===== config.mk =====
export PLATFORM = sky130hd
export DESIGN_NAME = alu_flag_unit
export DESIGN_NICKNAME = d
export VERILOG_FILES = /design/src/rtl/alu_pkg.sv /design/src/rtl/alu_logic_unit.sv /design/src/rtl/alu_adder_unit.sv /design/src/rtl/alu_core.sv /design/src/rtl/alu_flag_unit.sv
export SDC_FILE = /design/constraint.sdc
export NUM_CORES = 1
export LEC_CHECK = 0
export BUFFER_PORTS_ARGS = -buffer_cell sky130_fd_sc_hd__buf_4
export CORE_ASPECT_RATIO = 1.2
export CORE_MARGIN = 2
export CORE_UTILIZATION = 45
export CTS_CLUSTER_DIAMETER = 60
export DETAILED_ROUTE_END_ITERATION = 7
export GPL_TIMING_DRIVEN = 0
export PLACE_DENSITY_LB_ADDON = 0.08
export SLEW_MARGIN = 20
export SYNTH_ARGS = -nofsm -noshare
export SYNTH_HDL_FRONTEND = slang
export SYNTH_SLANG_ARGS = --single-unit

===== constraint.sdc =====
create_clock -name clk -period 8.1 [get_ports clk]
set_input_delay 1.62 -clock clk [delete_from_list [all_inputs] [get_ports clk]]
set_output_delay 1.62 -clock clk [all_outputs]
set_load 0.02 [all_outputs]

===== src/rtl/alu_pkg.sv =====
package alu_pkg;

  typedef enum logic [3:0] {
    OP_AND = 4'd0,
    OP_EOR = 4'd1,
    OP_SUB = 4'd2,
    OP_RSB = 4'd3,
    OP_ADD = 4'd4,
    OP_ADC = 4'd5,
    OP_SBC = 4'd6,
    OP_RSC = 4'd7,
    OP_TST = 4'd8,
    OP_TEQ = 4'd9,
    OP_CMP = 4'd10,
    OP_CMN = 4'd11,
    OP_ORR = 4'd12,
    OP_MOV = 4'd13,
    OP_BIC = 4'd14,
    OP_MVN = 4'd15
  } alu_op_e;

  typedef struct packed {
    logic n;
    logic z;
    logic c;
    logic v;
  } alu_flags_t;

  // Compare/test group occupies opcodes 8..11.
  function automatic logic op_is_compare(input alu_op_e op);
    return (op == OP_TST) || (op == OP_TEQ) || (op == OP_CMP) || (op == OP_CMN);
  endfunction

endpackage


===== src/rtl/alu_logic_unit.sv =====
module alu_logic_unit
  import alu_pkg::*;
#(
  parameter int unsigned DATA_W = 32
) (
  input  alu_op_e             op,
  input  logic [DATA_W-1:0]   a,
  input  logic [DATA_W-1:0]   b,
  output logic [DATA_W-1:0]   y
);

  always_comb begin
    unique case (op)
      OP_AND, OP_TST: y = a & b;
      OP_EOR, OP_TEQ: y = a ^ b;
      OP_ORR:         y = a | b;
      OP_BIC:         y = a & ~b;
      OP_MOV:         y = b;
      OP_MVN:         y = ~b;
      default:        y = '0;
    endcase
  end

endmodule


===== src/rtl/alu_adder_unit.sv =====
module alu_adder_unit #(
  parameter int unsigned DATA_W = 32
) (
  input  logic [DATA_W-1:0] a,
  input  logic [DATA_W-1:0] b,
  input  logic              inv_a,
  input  logic              inv_b,
  input  logic              cin,
  output logic [DATA_W-1:0] sum,
  output logic              cout,
  output logic              ovf
);

  localparam int unsigned MSB = DATA_W - 1;

  logic [DATA_W-1:0] x;
  logic [DATA_W-1:0] y;
  logic [DATA_W:0]   total;

  always_comb begin
    x     = inv_a ? ~a : a;
    y     = inv_b ? ~b : b;
    total = {1'b0, x} + {1'b0, y} + {{DATA_W{1'b0}}, cin};
    sum   = total[DATA_W-1:0];
    cout  = total[DATA_W];
    ovf   = (x[MSB] == y[MSB]) && (sum[MSB] != x[MSB]);
  end

endmodule


===== src/rtl/alu_core.sv =====
module alu_core
  import alu_pkg::*;
#(
  parameter int unsigned DATA_W = 32
) (
  input  alu_op_e           op,
  input  logic [DATA_W-1:0] a,
  input  logic [DATA_W-1:0] b,
  input  logic              shift_c,
  input  alu_flags_t        flags_in,
  output logic [DATA_W-1:0] y,
  output alu_flags_t        flags_out,
  output logic              is_cmp
);

  localparam int unsigned MSB = DATA_W - 1;

  logic              arith;
  logic              inv_a;
  logic              inv_b;
  logic              cin;
  logic [DATA_W-1:0] sum;
  logic              cout;
  logic              ovf;
  logic [DATA_W-1:0] logic_y;

  // Adder control: subtract is A + ~B + 1, carry-chained forms use C.
  always_comb begin
    arith = 1'b1;
    inv_a = 1'b0;
    inv_b = 1'b0;
    cin   = 1'b0;
    unique case (op)
      OP_ADD, OP_CMN: ;
      OP_ADC:         cin = flags_in.c;
      OP_SUB, OP_CMP: begin inv_b = 1'b1; cin = 1'b1; end
      OP_SBC:         begin inv_b = 1'b1; cin = flags_in.c; end
      OP_RSB:         begin inv_a = 1'b1; cin = 1'b1; end
      OP_RSC:         begin inv_a = 1'b1; cin = flags_in.c; end
      default:        arith = 1'b0;
    endcase
  end

  alu_adder_unit #(.DATA_W(DATA_W)) u_adder (
    .a     (a),
    .b     (b),
    .inv_a (inv_a),
    .inv_b (inv_b),
    .cin   (cin),
    .sum   (sum),
    .cout  (cout),
    .ovf   (ovf)
  );

  alu_logic_unit #(.DATA_W(DATA_W)) u_logic (
    .op (op),
    .a  (a),
    .b  (b),
    .y  (logic_y)
  );

  always_comb begin
    y           = arith ? sum : logic_y;
    is_cmp      = op_is_compare(op);
    flags_out.n = y[MSB];
    flags_out.z = (y == '0);
    flags_out.c = arith ? cout : shift_c;
    flags_out.v = arith ? ovf  : flags_in.v;
  end

endmodule


===== src/rtl/alu_flag_unit.sv =====
module alu_flag_unit
  import alu_pkg::*;
#(
  parameter int unsigned DATA_W = 32
) (
  input  logic              clk,
  input  logic              rst_n,
  input  logic              op_valid,
  input  logic [3:0]        opcode,
  input  logic              set_flags,
  input  logic [DATA_W-1:0] opnd_a,
  input  logic [DATA_W-1:0] opnd_b,
  input  logic              shift_carry,
  output logic [DATA_W-1:0] result,
  output logic              wr_en,
  output logic [3:0]        flags
);

  alu_op_e    op;
  alu_flags_t flags_q;
  alu_flags_t flags_d;
  alu_flags_t core_flags;
  logic       core_cmp;
  logic       flag_en;

  assign op = alu_op_e'(opcode);

  alu_core #(.DATA_W(DATA_W)) u_core (
    .op        (op),
    .a         (opnd_a),
    .b         (opnd_b),
    .shift_c   (shift_carry),
    .flags_in  (flags_q),
    .y         (result),
    .flags_out (core_flags),
    .is_cmp    (core_cmp)
  );

  // Next-state logic
  always_comb begin
    flag_en = op_valid && (set_flags || core_cmp);
    flags_d = core_flags;
    wr_en   = op_valid && !core_cmp;
  end

  // Flag register
  always_ff @(posedge clk or negedge rst_n) begin
    if (!rst_n) begin
      flags_q <= '0;
    end else if (flag_en) begin
      flags_q <= flags_d;
    end
  end

  assign flags = flags_q;

  // no update requested -> flags hold
  p_flags_hold_r6: assert property (@(posedge clk) disable iff (!rst_n)
    (!op_valid || (!set_flags && opcode[3:2] != 2'b10)) |=> $stable(flags));

  // compare/test opcodes never write
  p_cmp_nowrite_r5: assert property (@(posedge clk) disable iff (!rst_n)
    (op_valid && opcode[3:2] == 2'b10) |-> !wr_en);

  // Z follows the result presented at the updating edge
  p_zero_flag_r9: assert property (@(posedge clk) disable iff (!rst_n)
    (op_valid && (set_flags || opcode[3:2] == 2'b10)) |=>
      (flags[2] == ($past(result) == '0)));

  // N follows result bit 31
  p_neg_flag_r9: assert property (@(posedge clk) disable iff (!rst_n)
    (op_valid && (set_flags || opcode[3:2] == 2'b10)) |=>
      (flags[3] == $past(result[DATA_W-1])));

  // logical update keeps V and loads C from the shifter
  p_logic_v_keep_r8: assert property (@(posedge clk) disable iff (!rst_n)
    (op_valid && set_flags && (opcode == 4'd0 || opcode == 4'd1 || opcode >= 4'd12)) |=>
      (flags[0] == $past(flags[0]) && flags[1] == $past(shift_carry)));

endmodule


==> results.md, run 1 <==
* Status: finished, final reports clean
* Fin Hold WS at about 0.48 ns
* Combinational power share at 88.2%
* Clk root buf: clkbuf_16
* Routed via count at 6740
* Fin Clk Skew at 0.00153 ns
* Max reg flops at 4
* Area contributors post-synth: ha_1 14%, xnor2_1 14%, o21ai_0 5.8%, inv_1 5.6%, a21oi_1 5.3%
* Clock share of power at 8.7%
* F_max at 127 MHz
* Synth Area in XOR/XNOR at about 17%
* Reg2reg start: flags[1]
* CP max stage cell: fa_1
* Post-Synthesis Cells at 812
* H-tree Lvls at 1
* Port Buf Inserts at 107
* Die Ht at 125 um
* Place WS at -1.83 ns
* Mux share of post-synthesis cell area at 1.36%
* Final period util at 96.9%
* Hold path start: flags[3]
* Worst-Margin Slew at about 1.2 ns
* DRC marker count from the first detailed-route iteration at 510
* Startpoint Class: primary input
* Worst-path clk slew at 0.03 ns
* Hold WC Path Type: flip-flop to flip-flop
* Num ports at 110
* Global-route wire length before repair at 34400 um
* Final WL at 22200 um
* Final Hold Viols at 0
* N_diodes at 0
* Hold endpoint: flags[3]
* Drt drc at 0
* Leakage at 0.00295 uW
* CP Data Arrival Time at 6.23 ns
* Worst reg2reg setup slack at 3.11 ns
* Predominant post-synthesis flop cell: dfrtp_1
* Largest net degree at the start of global routing at 29
* Final Util at between 50% and 60%
* Synth Register Bits at 4
* Worst EP required at around 6.5 ns
* Post-synth EDFFs at 0
* Final period demand of the worst path at 7.85 ns
* Post-synthesis net count at 950
* Compound-Gate Fraction of Synth Area at 33.8%
* Die X at 104 um
* Crit-path max cell delay at 0.48 ns
* Antenna Nets Post-Route at 0
* Share of layout cells above drive strength 1 at between 10% and 20%
* Post-route cell area at 6570 um^2
* Slew Limit Headroom at 21.3%
* Maximum VDD drop at 0.0000843 V
* Via/cell ratio at between 6 and 7
* Largest family of logic cells by synthesized area: compound AO/OA/AOI/OAI gates
* Async S/R FF share, synth at 100%
* Critical Path Fanout Max at 19
* Layout area overhead at 20.7%
* Vias in the first global route at ~6600
* Switching share of power at a little over half
* Tot GR Track Use at between 30% and 40%
* Placed cell areas at 6450 um^2
* Sw power at 471 uW
* Adder-Cell Fraction of Synth Area at 15.2%
* Pins Over Slew Limit at 0
* Crit path from: opcode[0]
* Internal power at 393 uW
* Setup TNS at 0 ns
* Setup ws final at 0.251 ns
* R2R depth at 16
* RePlAce Congestion at 0.974
* CTS tree: built
* Total CTS buffers at 3
* Final #Nets at 1056
* YS warnings at 0
* WL/cell at between 20 and 25 um
* Core Region at 11900 um^2
* Clk sinks at 4
* DIE AREA at 13000 um^2
* Most common cell after layout, fill and taps aside: buf_4
* Initial antenna violation count at 0
* R2r endpoint: flags[2]
* Netlist cell types at 79
* Clock insertion delay at the later pin of the skew report at between 0.2 and 0.25 ns
* Mapped cell area at 5450 um^2
* CP Capture Type: output port
* Cells along the critical path: buf_4 -> buf_2 -> clkbuf_2 -> clkbuf_4 -> o21ai_0 -> a32oi_1 -> fa_1 -> inv_1 -> fa_1 -> a21o_1 -> a221o_1 -> a22o_1 -> o21ai_2 -> o221ai_2 -> nand4_1 -> nand3_1 -> xnor2_1 -> o221ai_2 -> buf_4
* Initial Util at a little under half
* Synth top area share at between 10 and 15%
* Part of the power in registers at 3.1%
* Final Setup Violations at 0
* Area leader, netlist: ha_1
* # Max-Cap Violations at 0
* Pre-Repair DR Iteration Count at 6
* Sequential fraction of the synthesis area at 1.84%
* Setup CP Type: primary input to output port
* Hold path depth at 2
* Rows at 44
* DP Wirelength at between 15000 and 20000 um
* Simple-gate share of the synthesized area at 21.0%
* Grt ovf at 0
* Avg Inst Size Synth at about 6.7 um^2
* Max Root-Sink Buffers at 2
* Pwr/cell area at 131 nW/um^2
* Hold Buf Count CTS at 0
* Commonest non-fill, non-tap cells in the layout: 111 x buf_4, 85 x xnor2_1, 81 x inv_1
* RSZ-0062 raised after global routing: no
-- cell type report --
class                           instances  area, um^2
Fill cell                            1224        5380
Clock buffer                            3        75.1
Timing Repair Buffer                  107         803
Sequential cell                         4         100
Inverter                               82         310
Multi-Input combinational cell        671        4820
Tap cell                              161         201
Buffer                                 49         256
-- metal layers --
layer	vias up	track usage [%]	routed length [um]
met1	3212	39.9	8940
met2	299	60.7	11100
li1	3171	-	-
met5	-	0	0
met4	0	11.2	686
met3	58	1.62	1400
-- cells by family after synthesis --
logic type,Yosys count
DFF,4
buffers and inverters,137
xor gates and xnor gates,103
muxes,7
adders and majority gates,65
and+or+nand+nor,224
AOI/OAI and AO/OA,272
-- critical path, delay by kind of cell --
kind / cells / cell delay [ns]
adders and majority gates: 2 / 0.75
buffers and inverters: 6 / 1.37
xor gates and xnor gates: 1 / 0.18
AOI/OAI and AO/OA: 8 / 1.96
and+or+nand+nor: 2 / 0.32
-- cell usage after synthesis (13+ instances only) --
| cell | n |
|---|---|
| xor2_1 | 18 |
| o211ai_1 | 16 |
| nor2_1 | 48 |
| inv_1 | 81 |
| nor3_1 | 16 |
| a21oi_1 | 58 |
| nand2_1 | 69 |
| ha_1 | 63 |
| a22oi_1 | 13 |
| o22ai_1 | 15 |
| xnor2_1 | 85 |
| o21ai_0 | 63 |
| clkbuf_1 | 30 |
-- worst max-delay path by stage --
stage	to	cells past startpoint	slack [ns]
after floorplan	result[30]	19	0.11
after global placement	result[30]	20	-1.77
after detailed placement	result[30]	20	-1.83
after CTS	result[30]	21	0.02
after global routing	result[31]	18	0.06
final	result[30]	19	0.25
-- power groups by stage --
stage	Sequential (uW)	Clock, uW	Combinational, uW
floorplan	30.8	0	488
global route	26.8	78.3	825
detailed placement	26.6	0	740
CTS	26.4	76.6	746
global placement	26.5	0	730
finish	26.5	75.1	762
-- per-stage QoR --
step | total power [uW] | std cells
after detailed placement | 767 | 1080
after global routing | 930 | 1077
after CTS | 850 | 1079
after global placement | 757 | 1080
after floorplan | 519 | 812
final | 864 | 1077
-- timing repair --
item,CTS,global route
resized for setup,31,10
buffers inserted,0,0
endpoints found under the setup margin,31,7
Note: power is estimated with default switching activity, not from simulation.
==> run 2: changes to the inputs <==
Clock period 8.1 ns to 7.81 ns, I/O delays scaled along.
==> run 2 against run 1 <==
- sequential share of layout area about the same
- flip-flop and latch count is the same
- register-to-register slack lost 0.28 ns
- routed wire length shrank 1.2%
- utilization fell by 0.24 points
- power rose by 3.3%
- cell count about the same
- die area stayed put
- critical path depth is 1 lower
- combinational power up 3.3%
- critical path type unchanged
==> results.md, run 2 (synthesis gave the netlist of run 1 again) <==
* Slew Limit Headroom at 26.8%
* Hold WC Path Type: flip-flop to flip-flop
* Status: finished, final reports clean
* CTS tree: built
* Maximum VDD drop at 0.0000893 V
* N_diodes at 0
* Clock insertion delay at the later pin of the skew report at 0.22 ns
* Max Root-Sink Buffers at 2
* Hold Buf Count CTS at 0
* Core Region at 11900 um^2
* Setup CP Type: primary input to output port
* Most common cell after layout, fill and taps aside: buf_4
* Cells along the critical path: buf_2 -> nand2_1 -> clkbuf_4 -> nand3_1 -> xnor2_1 -> fa_1 -> inv_1 -> fa_1 -> a21o_1 -> a221o_1 -> a22o_1 -> o21ai_2 -> o221ai_1 -> nand4_1 -> nand3_1 -> xnor2_1 -> o221ai_2 -> buf_4
* RSZ-0062 raised after global routing: no
* Pins Over Slew Limit at 0
* Setup TNS at 0 ns
* Drt drc at 0
* Largest net degree at the start of global routing at 29
* Final #Nets at 1055
* Critical path's top delay family: compound AO/OA/AOI/OAI gates
* Critical Path Fanout Max at 10
* Pwr Total at 892 uW
* Fin Hold WS at 0.480 ns
* Grt ovf at 0
* RePlAce Congestion at 0.979
* Final period util at 97.5%
* Pwr/cell area at 136 nW/um^2
* H-tree Lvls at 1
* Crit path buf inv count at 4
* Fin cells at 1076
* Clk root buf: clkbuf_16
* Final Setup Violations at 0
* Num ports at 110
* Initial Util at 45.6%
* Port Buf Inserts at 107
* Clk sinks at 4
* WL/cell at 20.4 um
* Global-route wire length before repair at between 30000 and 40000 um
* Die X at about 100 um
* Routed via count at around 6800
* Share of layout cells above drive strength 1 at 17.4%
* F_max at 131 MHz
* Final Hold Viols at 0
* CP Data Arrival Time at 6.05 ns
* DIE AREA at 13000 um^2
* Tot GR Track Use at 32.7%
* Place WS at -1.81 ns
* # Max-Cap Violations at 0
* Setup ws final at 0.199 ns
* Worst-Margin Slew at 1.09 ns
* Antenna Nets Post-Route at 0
* Via/cell ratio at between 6 and 7
* Commonest non-fill, non-tap cells in the layout: 110 x buf_4, 85 x xnor2_1, 81 x inv_1
* Pre-Repair DR Iteration Count at 6
* Fin Clk Skew at about 0.00057 ns
* Total CTS buffers at 3
* DP Wirelength at 17300 um
* Startpoint Class: primary input
* CP Capture Type: output port
* Final period demand of the worst path at 7.61 ns
* Layout area overhead at 20.2%
* Worst EP required at 6.25 ns
* Vias in the first global route at 6604
* Initial antenna violation count at 0
* Worst-path clk slew at 0.03 ns
* CP max stage cell: fa_1
* Die Ht at 125 um
* Final WL at between 20000 and 25000 um
* DRC marker count from the first detailed-route iteration at 437
* Max reg flops at 4
* Rows at 44
* DP Cell Count at approximately 1100
* Crit-path max cell delay at ~0.49 ns
* Leakage at a little under 0.003 uW
==> run 2: worst register-to-register path, delay by kind of cell (launching register included) <==
kind	cells	cell delay [ns]
fa+ha+maj	2	0.77
flops	1	0.40
buf+inv	1	0.08
simple gates	4	1.67
compound gates	8	1.84
xor+xnor	1	0.13
==> run 2: final cells by class <==
class | count | area [um^2]
fill | 1210 | 5400
multi-input combinational | 671 | 4800
timing repair buffer | 107 | 803
inverter | 82 | 313
buffer | 48 | 253
tap | 161 | 201
sequential | 4 | 100
clock buffer | 3 | 75.1
==> run 2: per-stage QoR <==
stage	instance area, um^2	utilization (%)
floorplan	5450	-
global placement	6460	54.0
detailed placement	6460	54.1
CTS	6550	54.8
global route	6540	54.8
finish	6540	54.8
==> run 2: per-layer routing <==
layer	track usage (%)	wire, um
met1	39.5	8590
met2	59.1	10800
met3	2.41	1610
met4	13.9	913
met5	0	0
==> run 2: path summary, 6_finish.rpt <==
check                           from    endpoint  slack (ns)  depth (start not counted)
max                        opcode[2]  result[30]        0.20                         18
max reg2reg                 flags[1]    flags[2]        2.83                         16
max in group asynchronous      rst_n    flags[1]        6.58                          1
min in group asynchronous      rst_n    flags[2]        1.13                          1
min reg2reg                 flags[3]    flags[3]        0.48                          2
min                         flags[3]    flags[3]        0.48                          2
==> run 2: what timing repair did <==
item | CTS | global route
pin swaps | 0 | 0
resized for setup | 24 | 9
setup endpoints to repair | 31 | 8
setup buffers | 0 | 0
==> run 2: where the power goes <==
group / switching [uW] / internal (uW)
clock: 12.8 / 65.3
combinational: 470 / 317
sequential: 2.78 / 24.7
total: 486 / 407
